--- config.mk ---
export PLATFORM = sky130hd
export DESIGN_NAME = prescaled_timer8
export DESIGN_NICKNAME = d
export VERILOG_FILES = /design/src/rtl/prescaled_timer8.sv
export SDC_FILE = /design/constraint.sdc
export NUM_CORES = 1
export LEC_CHECK = 0
export BUFFER_PORTS_ARGS = -buffer_cell sky130_fd_sc_hd__buf_2
export CORE_MARGIN = 1
export CORE_UTILIZATION = 55
export CTS_CLUSTER_SIZE = 40
export DETAILED_ROUTE_END_ITERATION = 10
export PLACE_DENSITY_LB_ADDON = 0.12
export SLEW_MARGIN = 20
export SYNTH_ARGS = -nofsm -noshare
export SYNTH_HDL_FRONTEND = slang
export SYNTH_SLANG_ARGS = --single-unit
--- constraint.sdc ---
create_clock -name clk -period 3.3 [get_ports clk]
set_input_delay 0.33 -clock clk [delete_from_list [all_inputs] [get_ports clk]]
set_output_delay 0.33 -clock clk [all_outputs]
set_load 0.02 [all_outputs]
--- src/rtl/prescaled_timer8.sv ---
module prescaled_timer8 #(
  parameter int TAP_SET = 0,
  parameter int CW      = 8,
  parameter int DW      = 10
) (
  input  logic          clk,
  input  logic          rst,
  input  logic [2:0]    clk_sel,
  input  logic          clr_on_match,
  input  logic          pwm_mode,
  input  logic [CW-1:0] cmp_val,
  input  logic          ext_pin,
  output logic [CW-1:0] count,
  output logic          match_pulse,
  output logic          pwm_out
);
  localparam logic [CW-1:0] TOP  = '1;
  localparam logic [CW-1:0] ZERO = '0;
  localparam logic [CW-1:0] ONE  = CW'(1);

  logic [DW-1:0] div;
  logic [2:0]    pin_q;
  logic          dir_up;
  logic          tick;
  logic [CW-1:0] nxt;

  always_ff @(posedge clk) begin
    if (rst) begin
      div   <= '0;
      pin_q <= '0;
    end else begin
      div   <= div + 1'b1;
      pin_q <= {pin_q[1:0], ext_pin};
    end
  end

  wire pin_rise = pin_q[1] & ~pin_q[2];
  wire pin_fall = ~pin_q[1] & pin_q[2];
  wire t8    = &div[2:0];
  wire t32   = &div[4:0];
  wire t64   = &div[5:0];
  wire t128  = &div[6:0];
  wire t256  = &div[7:0];
  wire t1024 = &div[9:0];

  generate
    if (TAP_SET == 0) begin : g_taps_pin
      always_comb begin
        case (clk_sel)
          3'd1:    tick = 1'b1;
          3'd2:    tick = t8;
          3'd3:    tick = t64;
          3'd4:    tick = t256;
          3'd5:    tick = t1024;
          3'd6:    tick = pin_fall;
          3'd7:    tick = pin_rise;
          default: tick = 1'b0;
        endcase
      end
    end else begin : g_taps_fine
      always_comb begin
        case (clk_sel)
          3'd1:    tick = 1'b1;
          3'd2:    tick = t8;
          3'd3:    tick = t32;
          3'd4:    tick = t64;
          3'd5:    tick = t128;
          3'd6:    tick = t256;
          3'd7:    tick = t1024;
          default: tick = 1'b0;
        endcase
      end
    end
  endgenerate

  wire updown = pwm_mode & ~clr_on_match;

  always_comb begin
    if (updown) begin
      if (dir_up) nxt = (count == TOP)  ? TOP - ONE : count + ONE;
      else        nxt = (count == ZERO) ? ONE       : count - ONE;
    end else if (!pwm_mode && clr_on_match && count == cmp_val) begin
      nxt = ZERO;
    end else begin
      nxt = count + ONE;
    end
  end

  always_ff @(posedge clk) begin
    if (rst) begin
      count       <= '0;
      dir_up      <= 1'b1;
      match_pulse <= 1'b0;
    end else begin
      match_pulse <= tick && (nxt == cmp_val);
      if (tick) begin
        count <= nxt;
        if (!updown) dir_up <= 1'b1;
        else if (dir_up && count == TOP) dir_up <= 1'b0;
        else if (!dir_up && count == ZERO) dir_up <= 1'b1;
      end
    end
  end

  assign pwm_out = pwm_mode && (count < cmp_val);
endmodule


==> flow_summary_export.csv <==
group,metric,value,unit
hold_path,holdCritPathClass,"input pin to flip-flop",
synth,async_reset_ff_frac,0,
routing,vias,1615,
synth,synth.distinct_cells,50,
layout,antenna_cells,0,
layout,layout.nets,262,
clocking,post_cts_buffers,0,
layout,multi_input_area,1210,µm²
synth,synthFlopType,"dfxtp_1",
synth,ys_seq_area_frac,0.262,
synth,post_synth_and_or_nand_nor_area_fraction,0.271,
clocking,cts_max_path_buffers,2,
setup_path,rr_worst_depth,7,
run,cap_violations,0,
clocking,insertion_delay,0.31,ns
synth,synth_edf_count,0,
routing,ant_nets,0,
synth,synthAdderAreaFrac,0.0924,
routing,viasPerCell,5.85,
die,fp.coreArea,3050,µm²
clocking,cts_root_buffer,"clkbuf_4",
die,placementRows,20,
routing,drt-initial-drc-count,68,
timing,max_freq,0.378,GHz
die,start_util,0.577,
timing,tns,0,ns
placed_design,port_buffers,25,
synth,synth_area_leader_cell,"dfxtp_1",
global_route,gr-total-overflow,0,
routing,drc,0,
die,io_pins,26,
synth,synth-compound-area-share,0.222,
clocking,ctsResizeCount,0,
timing,finalCritPeriodShare,0.802,
power_and_ir_drop,power.density,304,nW/µm²
global_route,antenna_found_initial,0,
global_route,grt_pass1_vias,1519,
clocking,htree_levels,1,
layout,fillCellCount,292,
synth,synth_warnings,0,
placed_design,hpwl,3300,µm
synth,netlist_area,1760,µm²
clocking,ctsHoldBuffers,0,
synth,synth_top_family_by_area,"simple AND/OR/NAND/NOR gates",
setup_path,endpoint_kind,"output port",
setup_path,crit_type,"flip-flop to output port",
routing,routedWlPerCell,15.8,µm
synth,synth_nets,241,
status,outcome,"completed",
setup_path,cp_data_required_time,2.97,ns
setup_path,cp-start-kind,"flip-flop",
synth,synthCells,212,
power_and_ir_drop,ir_drop,0.000241,V
timing,slew_viol_final,0,
timing,finalHoldViolCount,0,
synth,syn_area_per_cell,8.30,µm²
placed_design,placed_cell_area,1890,µm²
clocking,numCtsBuffers,3,
die,chipWidth,58.6,µm
synth,synth_area_leaders,"dfxtp_1 (26%), ha_1 (9.2%), xnor2_1 (6.5%)",
synth,synthMuxAreaShare,0,
timing,worstMarginPinSlew,0.559,ns
timing,max_slew_margin,0.626,
synth,synth_common_cells,"nor2_1 (26), dfxtp_1 (23), ha_1 (13), xnor2_1 (13), nand2_1 (12)",
global_route,grt_pass1_wl,6920,µm
timing,fin_crit,2.65,ns
synth,yosysTopAreaCellShare,0.262,
synth,synth-xor-area-share,0.0995,
global_route,grt_max_degree,24,
global_route,grt_use_total,0.264,
layout,final_core_util,0.629,
layout,drive_above_1_share,0.172,
setup_path,r2r-start,"count[2]",
routing,dr.pass1.iters,4,
clocking,cts_tree,"done",
power_and_ir_drop,cellLeakagePower,0.795,nW
synth,synthMostInstantiatedCell,"nor2_1",
layout,seqCellArea,460,µm²
clocking,cts.sinks,23,
hold_path,whs_path_depth,2,
placed_design,finalWeightedCongestion,0.925,
timing,setup_violations,0,
hold_path,hold_path_end,"pin_q[0]",
die,die_area,3430,µm²
die,die_h,58.6,µm
layout,syn2layout_area_growth,9.03,%
setup_path,reg2reg_to,"match_pulse",
hold_path,min_from,"ext_pin",
setup_path,crit_path_max_fanout,12,
layout,finish.instance_area,1920,µm²
timing,fin_skew,0.00210,ns
synth,ys_ff_latch,23,
clocking,clkTransAtPathRegs,0.12,ns
routing,routed_wl,4350,µm
setup_path,rrSetupSlack,0.82,ns
setup_path,worstPathArrival,2.32,ns
timing,rsz0062_at_grt,"no",
critical path, cell delays in order (launching register included):
cell	delay, ns
dfxtp_1	0.67
ha_1	0.35
o21a_1	0.12
o21a_1	0.17
o21a_1	0.16
o21ai_0	0.14
nand2b_1	0.07
a31oi_1	0.15
buf_2	0.18
cell families (layout without fill, tap and decap cells):
group | count (synthesis) | after routing
adder cells (fa/ha/maj) | 13 | 13
AO/OA/AOI/OAI | 54 | 54
buffers and inverters | 20 | 40
XOR/XNOR | 20 | 20
flip-flops | 23 | 23
AND/OR/NAND/NOR | 82 | 82
registers in the layout, indices dropped and copies added, names as in the netlist:
signal,flops
count,8
dir_up,1
div,10
match_pulse,1
pin_q,3
worst max-delay path by stage:
| stage | start | end | slack [ns] | depth (start not counted) |
|---|---|---|---|---|
| 2_1_floorplan | count[0] | match_pulse | 0.90 | 9 |
| 3_3_place_gp | count[2] | match_pulse | 1.01 | 7 |
| 3_5_place_dp | count[2] | match_pulse | 0.90 | 7 |
| 4_1_cts | count[2] | pwm_out | 0.65 | 8 |
| 5_1_grt | count[2] | pwm_out | 0.46 | 8 |
| 6_report | count[2] | pwm_out | 0.65 | 8 |
per-layer routing:
layer  routed length (µm)  track usage  part of all wire
met5                    0            0                 0
met4                   15       0.0374            0.0034
met2                 1960        0.422              0.45
met1                 2110        0.372              0.48
met3                  263       0.0593             0.060
placed cells by master, fill, tap and decap left out, drive strengths merged, types with 4 or more instances in the layout:
cell,Yosys,layout
a31oi,4,4
nor2b,7,7
dfxtp,23,23
nor3,7,7
nand3,4,4
o21a,4,4
nor2,26,26
a211oi,5,5
xor2,7,7
inv,10,10
o21ai,13,13
xnor2,13,13
nand2,12,12
ha,13,13
nand4,4,4
a21oi,8,8
buf,5,26
area by class of cell:
type / count / share of cell area
clock buffer: 3 / 0.0117
timing repair buffer: 26 / 0.0691
multi-input combinational: 169 / 0.628
clock inverter: 1 / 0.00261
tap: 44 / 0.0287
inverter: 10 / 0.0196
sequential: 23 / 0.240
power breakdown:
group	switching [mW]	total (mW)	internal, mW
clock	0.0837	0.129	0.0454
combinational	0.0842	0.147	0.0631
sequential	0.0198	0.307	0.287
through the flow:
| stage | cells | hold WS [ns] | total power [mW] | setup slack, ns |
|---|---|---|---|---|
| 2_1_floorplan | 212 | 0.402 | 0.415 | 0.905 |
| 3_3_place_gp | 272 | 0.435 | 0.456 | 1.01 |
| 3_5_place_dp | 272 | 0.430 | 0.459 | 0.899 |
| 4_1_cts | 276 | 0.235 | 0.591 | 0.654 |
| 5_1_grt | 276 | 0.247 | 0.613 | 0.461 |
| 6_report | 276 | 0.233 | 0.584 | 0.653 |
No activity file was read; power rests on OpenSTA's default activity.
